$ cat src/rtl/tcc_pkg.sv
package tcc_pkg;

  localparam int MODE_W = 7;
  localparam int ADDR_W = 2;
  localparam int CTRL_W = MODE_W + 2;

  localparam logic [MODE_W-1:0] MODE_PIN_IN  = 7'h00;
  localparam logic [MODE_W-1:0] MODE_PIN_OUT = 7'h01;
  localparam logic [MODE_W-1:0] MODE_CAPTURE = 7'h02;

  localparam logic [ADDR_W-1:0] ADDR_CTRL = 2'd0;
  localparam logic [ADDR_W-1:0] ADDR_STAT = 2'd1;
  localparam logic [ADDR_W-1:0] ADDR_CAPT = 2'd2;

  localparam int POL_BIT  = MODE_W;
  localparam int BOTH_BIT = MODE_W + 1;

  typedef struct packed {
    logic              both;
    logic              pol;
    logic [MODE_W-1:0] mode;
  } ctrl_t;

  // Trigger selection: both edges, or one edge picked by polarity.
  function automatic logic edge_qualifies(input logic rise, input logic fall,
                                          input logic pol, input logic both);
    if (both) return rise | fall;
    return pol ? rise : fall;
  endfunction

  // Modes in which the edge detector feeds the flag.
  function automatic logic mode_flags(input logic [MODE_W-1:0] mode);
    return (mode == MODE_PIN_IN) || (mode == MODE_CAPTURE);
  endfunction

endpackage

$ cat src/rtl/tcc_pin_sync.sv
module tcc_pin_sync #(
  parameter int STAGES = 2
) (
  input  logic clk,
  input  logic rst_n,
  input  logic pin_i,
  output logic level_o,
  output logic rise_o,
  output logic fall_o
);
  logic [STAGES-1:0] chain_q;
  logic              prev_q;

  generate
    for (genvar i = 0; i < STAGES; i++) begin : g_stage
      if (i == 0) begin : g_first
        always_ff @(posedge clk or negedge rst_n) begin
          if (!rst_n) chain_q[0] <= 1'b0;
          else        chain_q[0] <= pin_i;
        end
      end else begin : g_next
        always_ff @(posedge clk or negedge rst_n) begin
          if (!rst_n) chain_q[i] <= 1'b0;
          else        chain_q[i] <= chain_q[i-1];
        end
      end
    end
  endgenerate

  // Edge history runs in every mode so capture is ready at once.
  always_ff @(posedge clk or negedge rst_n) begin
    if (!rst_n) prev_q <= 1'b0;
    else        prev_q <= chain_q[STAGES-1];
  end

  assign level_o = chain_q[STAGES-1];
  assign rise_o  = chain_q[STAGES-1] & ~prev_q;
  assign fall_o  = ~chain_q[STAGES-1] & prev_q;

  AST_EDGE_EXCLUSIVE: assert property (@(posedge clk) disable iff (!rst_n)
    $onehot0({rise_o, fall_o}));
  AST_RISE_FOLLOWS: assert property (@(posedge clk) disable iff (!rst_n)
    rise_o |=> prev_q);

endmodule

$ cat src/rtl/tcc_ctrl_reg.sv
module tcc_ctrl_reg
  import tcc_pkg::*;
(
  input  logic              clk,
  input  logic              rst_n,
  input  logic              wr_en,
  input  logic [ADDR_W-1:0] wr_addr,
  input  logic [CTRL_W-1:0] wr_data,
  output ctrl_t             ctrl_o,
  output logic              clr_req_o
);
  ctrl_t ctrl_q;
  logic  ctrl_wr;

  assign ctrl_wr   = wr_en && (wr_addr == ADDR_CTRL);
  assign clr_req_o = wr_en && (wr_addr == ADDR_STAT) && wr_data[0];

  always_ff @(posedge clk or negedge rst_n) begin
    if (!rst_n)       ctrl_q <= '0;
    else if (ctrl_wr) ctrl_q <= ctrl_t'(wr_data);
  end

  assign ctrl_o = ctrl_q;

  AST_CTRL_HOLD: assert property (@(posedge clk) disable iff (!rst_n)
    !ctrl_wr |=> $stable(ctrl_q));

endmodule

$ cat src/rtl/tcc_event_unit.sv
module tcc_event_unit
  import tcc_pkg::*;
#(
  parameter int TB_W = 24
) (
  input  logic            clk,
  input  logic            rst_n,
  input  ctrl_t           ctrl_i,
  input  logic            rise_i,
  input  logic            fall_i,
  input  logic            clr_req_i,
  input  logic [TB_W-1:0] tbase_i,
  output logic [TB_W-1:0] capt_o,
  output logic            flag_o,
  output logic            pin_o
);
  logic            trig;
  logic            cap_hit;
  logic            flag_hit;
  logic [TB_W-1:0] capt_q;
  logic            flag_q;
  logic            pin_q;
  logic            quiet_mode;

  assign trig       = edge_qualifies(rise_i, fall_i, ctrl_i.pol, ctrl_i.both);
  assign flag_hit   = trig && mode_flags(ctrl_i.mode);
  assign cap_hit    = trig && (ctrl_i.mode == MODE_CAPTURE);
  assign quiet_mode = !mode_flags(ctrl_i.mode);

  always_ff @(posedge clk or negedge rst_n) begin
    if (!rst_n)       capt_q <= '0;
    else if (cap_hit) capt_q <= tbase_i;
  end

  // Set has priority over a simultaneous software clear.
  always_ff @(posedge clk or negedge rst_n) begin
    if (!rst_n)         flag_q <= 1'b0;
    else if (flag_hit)  flag_q <= 1'b1;
    else if (clr_req_i) flag_q <= 1'b0;
  end

  always_ff @(posedge clk or negedge rst_n) begin
    if (!rst_n)                           pin_q <= 1'b0;
    else if (ctrl_i.mode == MODE_PIN_OUT) pin_q <= ctrl_i.pol;
  end

  assign capt_o = capt_q;
  assign flag_o = flag_q;
  assign pin_o  = pin_q;

  AST_CAPT_LOAD: assert property (@(posedge clk) disable iff (!rst_n)
    cap_hit |=> (capt_q == $past(tbase_i)));
  AST_CAPT_HOLD: assert property (@(posedge clk) disable iff (!rst_n)
    !cap_hit |=> $stable(capt_q));
  AST_FLAG_SET_WINS: assert property (@(posedge clk) disable iff (!rst_n)
    flag_hit |=> flag_q);
  AST_FLAG_CLEAR: assert property (@(posedge clk) disable iff (!rst_n)
    (clr_req_i && !flag_hit) |=> !flag_q);
  AST_QUIET_MODE: assert property (@(posedge clk) disable iff (!rst_n)
    (quiet_mode && !clr_req_i) |=> $stable(flag_q));
  AST_PIN_DRIVE: assert property (@(posedge clk) disable iff (!rst_n)
    (ctrl_i.mode == MODE_PIN_OUT) |=> (pin_q == $past(ctrl_i.pol)));
  AST_PIN_HOLD: assert property (@(posedge clk) disable iff (!rst_n)
    (ctrl_i.mode != MODE_PIN_OUT) |=> $stable(pin_q));

endmodule

$ cat src/rtl/tmr_capt_channel.sv
module tmr_capt_channel
  import tcc_pkg::*;
#(
  parameter int TB_W     = 24,
  parameter int SYNC_LEN = 2
) (
  input  logic              clk,
  input  logic              rst_n,
  input  logic              pin_i,
  input  logic [TB_W-1:0]   tbase_i,
  input  logic              wr_en,
  input  logic [ADDR_W-1:0] wr_addr,
  input  logic [CTRL_W-1:0] wr_data,
  input  logic [ADDR_W-1:0] rd_addr,
  output logic [TB_W-1:0]   rd_data,
  output logic              pin_o,
  output logic              flag_o
);
  localparam int RD_W = (TB_W > CTRL_W) ? TB_W : CTRL_W;

  ctrl_t           ctrl;
  logic            clr_req;
  logic            level;
  logic            rise;
  logic            fall;
  logic [TB_W-1:0] capt;
  logic [RD_W-1:0] rd_mux;

  tcc_pin_sync #(.STAGES(SYNC_LEN)) u_sync (
    .clk(clk), .rst_n(rst_n), .pin_i(pin_i),
    .level_o(level), .rise_o(rise), .fall_o(fall)
  );

  tcc_ctrl_reg u_ctrl (
    .clk(clk), .rst_n(rst_n), .wr_en(wr_en), .wr_addr(wr_addr),
    .wr_data(wr_data), .ctrl_o(ctrl), .clr_req_o(clr_req)
  );

  tcc_event_unit #(.TB_W(TB_W)) u_evt (
    .clk(clk), .rst_n(rst_n), .ctrl_i(ctrl), .rise_i(rise), .fall_i(fall),
    .clr_req_i(clr_req), .tbase_i(tbase_i), .capt_o(capt),
    .flag_o(flag_o), .pin_o(pin_o)
  );

  always_comb begin
    rd_mux = '0;
    case (rd_addr)
      ADDR_CTRL: rd_mux[CTRL_W-1:0] = ctrl;
      ADDR_STAT: rd_mux[1:0]        = {level, flag_o};
      ADDR_CAPT: rd_mux[TB_W-1:0]   = capt;
      default:   rd_mux             = '0;
    endcase
  end

  assign rd_data = rd_mux[TB_W-1:0];

endmodule

$ cat config.mk
export PLATFORM = sky130hd
export DESIGN_NAME = tmr_capt_channel
export DESIGN_NICKNAME = d
export VERILOG_FILES = /design/src/rtl/tcc_pkg.sv /design/src/rtl/tcc_pin_sync.sv /design/src/rtl/tcc_ctrl_reg.sv /design/src/rtl/tcc_event_unit.sv /design/src/rtl/tmr_capt_channel.sv
export SDC_FILE = /design/constraint.sdc
export NUM_CORES = 1
export LEC_CHECK = 0
export ABC_CLOCK_PERIOD_IN_PS = 3600
export BUFFER_PORTS_ARGS = -buffer_cell sky130_fd_sc_hd__buf_2
export CAP_MARGIN = 15
export CORE_MARGIN = 4
export CORE_UTILIZATION = 53
export CTS_CLUSTER_DIAMETER = 80
export DETAILED_ROUTE_END_ITERATION = 7
export GPL_TIMING_DRIVEN = 0
export PLACE_DENSITY = 0.92
export SLEW_MARGIN = 20
export SYNTH_ARGS = -nofsm -noshare
export SYNTH_HDL_FRONTEND = slang
export SYNTH_SLANG_ARGS = --single-unit
$ cat constraint.sdc
create_clock -name clk -period 3.6 [get_ports clk]
set_input_delay 0.72 -clock clk [delete_from_list [all_inputs] [get_ports clk]]
set_output_delay 0.72 -clock clk [all_outputs]
set_load 0.1 [all_outputs]
# --- After elaboration in Yosys (flattened, before gate mapping) ---
# Index checks and enable logic that the tools add are counted.
classes:
  n_reduce_logical: 10
  bitwise_logic: 5
  n_eq_ne: 5
  muxes: 9
op_table:
  columns: ["operator", "n"]
  rows:
  - ["15-bit two-way mux", 1]
  - ["7-bit case mux with 2 select lines", 1]
  - ["7-bit by 1-bit == test with 1-bit output, second input constant", 1]
  - ["7-bit by 2-bit == test with 1-bit output, second input constant", 1]
  - ["7-bit logical NOT", 1]
  - ["1-bit two-way mux", 6]
  - ["2-bit case mux with 3 select lines", 1]
  - ["1-bit logical AND", 5]
  - ["2-bit by 1-bit == test with 1-bit output, second input constant", 2]
  - ["2-bit logical NOT", 2]
  - ["1-bit bitwise AND", 2]
  - ["2-bit == test, second input constant", 1]
  - ["1-bit NOT", 2]
  - ["2-bit nonzero test", 1]
  - ["1-bit logical OR", 1]
  - ["1-bit OR", 1]
word_totals:
  register_bits: 38
  word_cells: 38

# --- Logic depth before layout (Yosys ltp) ---
# Gate-level depths: netlist (run 1).
depth:
  ltp_word: 7
  mapped_depth: 8
  depth_no_buf: 6

# --- Cells and area by module ---
# Synthesis (run 1) repeated with hierarchy kept, for this count alone.
hier_totals:
  cells_unflattened: 128
  hier_area_um2: 1888.1
by_module_without_submodules:
  columns: ["mod", "area_per_inst_um2", "seq_area_each_um2", "n_inst", "cells_per_inst"]
  rows:
  - ["tcc_event_unit", 1117.3, 650.6, 1, 64]
  - ["tcc_ctrl_reg", 395.4, 225.2, 1, 21]
  - ["tmr_capt_channel", 285.3, 0.0, 1, 38]
  - ["tcc_pin_sync", 90.1, 75.1, 1, 5]

# --- Least setup slack after synthesis (run 1) ---
# No wires, ideal clock.
synth_timing:
  path_type: "input to output"
  start: "in rd_addr[0]"
  end: "out rd_data[0]"
  arrival_ns: 3.268
  path_stages: 3
  required_ns: 2.880
  path_slack_ns: -0.388
  path_buffers: 1
  cell_sequence: "clkbuf_1 -> mux2i_1 -> o21ai_0"
synth_via:
  elab_chain_len: 2
  word_cells_on_any_way: 4
  classes_between: "2 x eq/ne; 1 x mux; 1 x reduce/logical"
synth_lines:
  columns: ["item", "line_no", "rtl"]
  rows:
  - ["start, declared", "tmr_capt_channel.sv:14", "input logic [ADDR_W-1:0] rd_addr,"]
  - ["2-bit == test (tied with other cells)", "tmr_capt_channel.sv:47", "case (rd_addr)"]
  - ["2-bit case mux with 3 select lines (*)", "tmr_capt_channel.sv:47", null]
  - ["end, declared", "tmr_capt_channel.sv:15", "output logic [TB_W-1:0] rd_data,"]
# Mark *: on every way between the ends. The rest lies on a longest branch, timed or not.

# --- Worst setup path in the final report (run 1) ---
layout_timing:
  start: "in rd_addr[1]"
  end: "out rd_data[0]"
# The elaborated chain is that of the path after synthesis.

==> results of run 1 <==
==> worst max-delay path: cells and delay by family <==
| kind | cells | cell delay [ns] |
|---|---|---|
| AO/OA/AOI/OAI | 1 | 0.08 |
| buffers and inverters | 3 | 1.03 |
| AND/OR/NAND/NOR | 2 | 0.53 |
==> cell usage after synthesis (all sizes together) <==
master / n / share of area, %
nor3b: 3 / 1.2
clkbuf: 3 / 0.61
a21o: 1 / 0.41
nand4b: 1 / 0.48
nor3: 1 / 0.54
a21oi: 1 / 0.27
buf: 4 / 3.1
nor2: 8 / 1.6
nand2: 3 / 0.61
mux2i: 9 / 4.9
and2: 15 / 5.1
nor2b: 2 / 0.68
inv: 2 / 0.41
ha: 2 / 1.4
o21ai: 2 / 0.54
a211oi: 1 / 0.68
dfrtp: 38 / 52
nor4bb: 1 / 0.88
mux2: 34 / 25
==> sequential cells by signal, indices dropped and copies added, names as in the netlist <==
| register | flops |
|---|---|
| u_evt.capt_o | 24 |
| u_ctrl.ctrl_o | 9 |
| u_evt.flag_o | 1 |
| u_evt.pin_o | 1 |
| u_sync.chain_q | 1 |
| u_sync.level_o | 1 |
| u_sync.prev_q | 1 |
==> kinds of logic after synthesis <==
logic type	synth area share, %
AO/OA/AOI/OAI	1.90
flip-flops	51.7
multiplexers	29.8
AND/OR/NAND/NOR	11.2
buffers and inverters	4.08
adder cells (fa/ha/maj)	1.36
==> metal layers <==
metal  GRT usage [%]  wire length, microns
met3            5.73                   326
met1            23.0                  1590
met4            5.32                    38
met2            27.5                  1520
met5               0                     0
==> layout by cell type, fill, tap and decap left out <==
master	count
buf_2	65
nor3b_1	3
ha_1	2
nor2_1	8
a211oi_2	1
nand2_1	3
clkbuf_4	5
buf_6	1
and2_1	15
nor4bb_2	1
a21oi_1	1
o21ai_1	2
a21o_1	1
nor3_2	1
dfrtp_1	38
nand4b_1	1
mux2i_1	9
nor2b_1	2
clkbuf_8	3
clkbuf_1	3
mux2_4	20
buf_12	2
mux2_2	14
inv_1	2
==> through the flow <==
stage,power [W],area [sq um]
after floorplan,0.00118,1840
after global placement,0.00128,2220
after detailed placement,0.00129,2220
after CTS,0.00156,2300
after global routing,0.00163,2300
final,0.00154,2300
==> area by class of cell <==
class / count / area (sq um)
Buffer: 7 / 67.6
Clock buffer: 8 / 78.8
Fill cell: 273 / 1040
Inverter: 2 / 7.51
Multi-Input combinational cell: 84 / 813
Sequential cell: 38 / 951
Tap cell: 46 / 57.6
Timing Repair Buffer: 64 / 320
==> power groups by stage <==
stage,Combinational (W),Sequential [W],Clock (W)
after floorplan,0.000494,0.000688,0
after global placement,0.000641,0.000635,0
after detailed placement,0.000646,0.000642,0
after CTS,0.000651,0.000634,0.000277
after global routing,0.000679,0.000655,0.000299
final,0.000644,0.000633,0.000263
==> worst max path at each step <==
stage / slack, ns / start / endpoint
final: 0.50 / rd_addr[1] / rd_data[0]
after floorplan: 0.36 / rd_addr[0] / rd_data[0]
after global placement: 0.49 / rd_addr[1] / rd_data[1]
after detailed placement: 0.49 / rd_addr[1] / rd_data[1]
after global routing: 0.33 / rd_addr[1] / rd_data[1]
after CTS: 0.49 / rd_addr[1] / rd_data[1]
==> impl_metrics.toml, run 1 <==
[setup_path]
rrSetupSlack_ns = 1.62
r2r-start = "u_sync.level_o"
slowest_delay_ns = 0.44
timing.critical_path.cells = "buf_2 > nor2b_1 > clkbuf_1 > nand2_1 > o21ai_1 > buf_2"
r2r_end = "u_evt.capt_o[12]"
crit_path_top_delay_cell = "nor2b_1"
critPathCaptureType = "output pin"
cp.arrival_ns = 2.38
crit_path_frequent_cell = "buf_2"
ff2ff_path_depth = 7
path_max_fanout = 10
worstPathRequired_ns = 2.88
crit_path_start_kind = "primary input"
critical_path_class = "in -> out"

[floorplanning]
die_x_microns = 66.9
start_util_pct = 55.1
core_area_sq_um = 3340
io_pins = 67
rows = 21
die_h_microns = 66.9
dieArea_sq_um = 4480

[pwr]
combPwrFrac_pct = 41.8
power_density_nw_per_um2 = 671
p_leak_nw = 1.21
power.switching_w = 0.000627
pwr-share-seq_pct = 41.1
p_int_w = 0.000914
ir_drop_mv = 0.375
power.share.clock_pct = 17.1
p_sw_share_pct = 40.7

[global_route]
grt_pass1_wl_microns = 5820
grt_max_degree = 39
overflow = 0
grt_antenna_before_repair = 0
grt_usage_pct = 17.5
grt_pass1_vias = 1299

[timing]
fin_crit_ns = 3.10
setup_ws_ns = 0.503
fin_crit_sh_pct = 86.0
rsz0062_at_grt = "false"
hold_slack_ns = 0.360
hold_viol_final = 0
worstMarginPinSlew_ns = 0.815
setup_viol = 0
drv_slew = 0
fmax_ghz = 0.323
finClkSkew_ns = 0.00575
slew_headroom_pct = 45.6
setup_tns_ns = 0

[final_layout]
stdcell_count = 249
layout-drive-gt1-share_pct = 55.7
synthToLayoutAreaGrowth_pct = 24.8
utilization_pct = 68.8
num_antenna_cells = 0
final_nets = 245

[place]
portBuffers = 64
dp_slack_ns = 0.491
dp_hpwl_microns = 2630
dp.cells = 241
place_congestion = 0.720

[detailed_routing]
drc = 0
drt_iter0_drc = 46
postRouteWirelength_microns = 3470
drt-wirelength-per-cell_microns = 13.9
ant_nets = 0
via_count = 1244
routed_via_density = 5.00
drtPass1Iterations = 4

[min_path]
holdPathStages = 0
hold_class = "reg -> reg"
hold_path_end = "u_sync.level_o"
worstHoldStart = "u_sync.chain_q[0]"

[cts]
ctsResizeCount = 0
cts_tree = "done"
cts.sinks = 38
cts_setup_buffers = 0
clockBufferDepth = 2
cts_buffers = 5
clk_pin_slew_ns = 0.11
ctsHtreeMaxLevel = 2
ctsHoldBuffers = 0
clk_latency_ns = 0.33
clock-root-buffer = "clkbuf_4"

[logic_synthesis]
synth.avg_cell_area_sq_um = 14.0
synth_cell_types = 22
synth_cells = 131
synth_seq_area_share_pct = 51.7
synth_area_sq_um = 1840
synth_warnings = 0
synth_nets = 174
ys_seq_elements = 38

[run]
drv_cap = 0

[run_status]
status = "finished clean"
No activity file was read; power rests on OpenSTA's default activity.
==> run 2, diff against run 1 <==
GPL_TIMING_DRIVEN = default   (was 0)
==> run 2 against run 1 <==
Compared with the run above:
- combinational power grew 0.9%
- routed wire length increased by 4.9%
- non-clock buffer count shrank 2
- power shrank 2.7%
- first-iteration DRC count fell by 26%
- worst hold slack lost 0.0028 ns
- global-route usage grew 0.47 points
- largest power group unchanged
- register-to-register slack worse by 0.18 ns
==> impl_metrics.toml, run 2 (same netlist as run 1, synthesis figures left out) <==
[run_status]
status = "finished clean"

[final_layout]
finalInstanceArea_sq_um = 2240
largest_reg_flops = 24
final.fill_count = 263
stdcell_count = 245
synthToLayoutAreaGrowth_pct = 21.9
final_cell_mix = "66 x buf_2, 38 x dfrtp_1, 20 x mux2_4"
final_common_cell = "buf_2"
final_nets = 243
multi_input_area_sq_um = 822
layout-drive-gt1-share_pct = 56.3
regArea_sq_um = 951
num_antenna_cells = 0

[setup_path]
rrSetupSlack_ns = 1.44
r2r_end = "u_evt.capt_o[5]"
critical_path_class = "in -> out"
ff2ff_path_depth = 6
r2r-start = "u_sync.level_o"
path_max_fanout = 13
cp.arrival_ns = 2.04
crit_path_start_kind = "primary input"
worstPathRequired_ns = 2.88
critPathCaptureType = "output pin"

[floorplanning]
die_x_microns = 66.9
core_area_sq_um = 3340
rows = 21
dieArea_sq_um = 4480
die_h_microns = 66.9
start_util_pct = 55.1
io_pins = 67

[pwr]
power_density_nw_per_um2 = 669
p_leak_nw = 1.20
p_int_w = 0.000871
power.switching_w = 0.000629
combPwrFrac_pct = 43.3
pwr-share-seq_pct = 42.7
p_sw_share_pct = 41.9
ir_drop_mv = 0.414
power.share.clock_pct = 13.9

[timing]
finClkSkew_ns = 0.00354
rsz0062_at_grt = "false"
fin_crit_sh_pct = 76.7
setup_viol = 0
worstMarginPinSlew_ns = 0.799
fmax_ghz = 0.362
hold_viol_final = 0
fin_crit_ns = 2.76
slew_headroom_pct = 46.8
drv_slew = 0
setup_tns_ns = 0

[global_route]
grt_pass1_vias = 1286
grt_antenna_before_repair = 0
grt_pass1_wl_microns = 5860
overflow = 0
grt_max_degree = 39
grt_usage_pct = 18.0

[cts]
ctsHtreeMaxLevel = 2
ctsHoldBuffers = 0
cts.sinks = 38
clock-root-buffer = "clkbuf_4"
clk_latency_ns = 0.33
cts_setup_buffers = 0
cts_tree = "done"
cts_buffers = 5
ctsResizeCount = 0
clk_pin_slew_ns = 0.10
clockBufferDepth = 2

[detailed_routing]
drc = 0
drt-wirelength-per-cell_microns = 14.9
routed_via_density = 5.01
ant_nets = 0
drt_iter0_drc = 34
postRouteWirelength_microns = 3640
drtPass1Iterations = 4
via_count = 1228

[place]
place_area_sq_um = 2190
dp_hpwl_microns = 2860
place_congestion = 0.726
portBuffers = 66
dp.cells = 239

[min_path]
worstHoldStart = "u_sync.chain_q[0]"
hold_class = "reg -> reg"
holdPathStages = 0
hold_path_end = "u_sync.level_o"

[run]
drv_cap = 0
==> run 2: power by group through the flow <==
| stage | registers (W) | logic [W] | clock network [W] |
|---|---|---|---|
| after CTS | 0.000642 | 0.000657 | 0.000217 |
| after global placement | 0.000640 | 0.000644 | 0 |
| final | 0.000641 | 0.000650 | 0.000209 |
| after floorplan | 0.000688 | 0.000494 | 0 |
| after global routing | 0.000658 | 0.000687 | 0.000234 |
| after detailed placement | 0.000650 | 0.000654 | 0 |
==> run 2: metrics by stage <==
| stage | worst slack (ns) | util (%) | power, W | hold slack, ns |
|---|---|---|---|---|
| floorplan | 0.362 | - | 0.00118 | 0.331 |
| global placement | 0.885 | 65.7 | 0.00128 | 0.332 |
| detailed placement | 0.839 | 65.7 | 0.00130 | 0.337 |
| CTS | 0.836 | 67.2 | 0.00152 | 0.360 |
| global route | 0.750 | 67.2 | 0.00158 | 0.379 |
| finish | 0.841 | 67.2 | 0.00150 | 0.357 |
==> run 2: worst max-delay path by stage <==
| stage | startpoint | endpoint | cells after the start |
|---|---|---|---|
| after floorplan | rd_addr[0] | rd_data[0] | 3 |
| after global placement | rd_addr[1] | rd_data[0] | 6 |
| after detailed placement | rd_addr[1] | rd_data[15] | 5 |
| after CTS | rd_addr[1] | rd_data[15] | 5 |
| after global routing | rd_addr[1] | rd_data[18] | 5 |
| final | rd_addr[1] | rd_data[15] | 5 |
==> run 2: metal layers <==
layer | global-route usage [%] | vias up | routed length [microns]
met1 | 22.9 | 579 | 1570
met2 | 28.5 | 56 | 1680
met3 | 4.22 | 10 | 313
li1 | - | 583 | -
met5 | 0 | - | 0
met4 | 9.11 | 0 | 78
==> run 2: critical path: stages <==
cell and delay, ns:
buf_2 0.25, nor2b_1 0.30, buf_4 0.21, and2_1 0.13, buf_2 0.42
==> run 2: layout make-up <==
class,count,area share (%)
sequential,38,42.4
clock buffer,6,2.29
tap,46,2.57
inverter,2,0.335
multi-input combinational,84,36.7
timing repair buffer,69,15.7
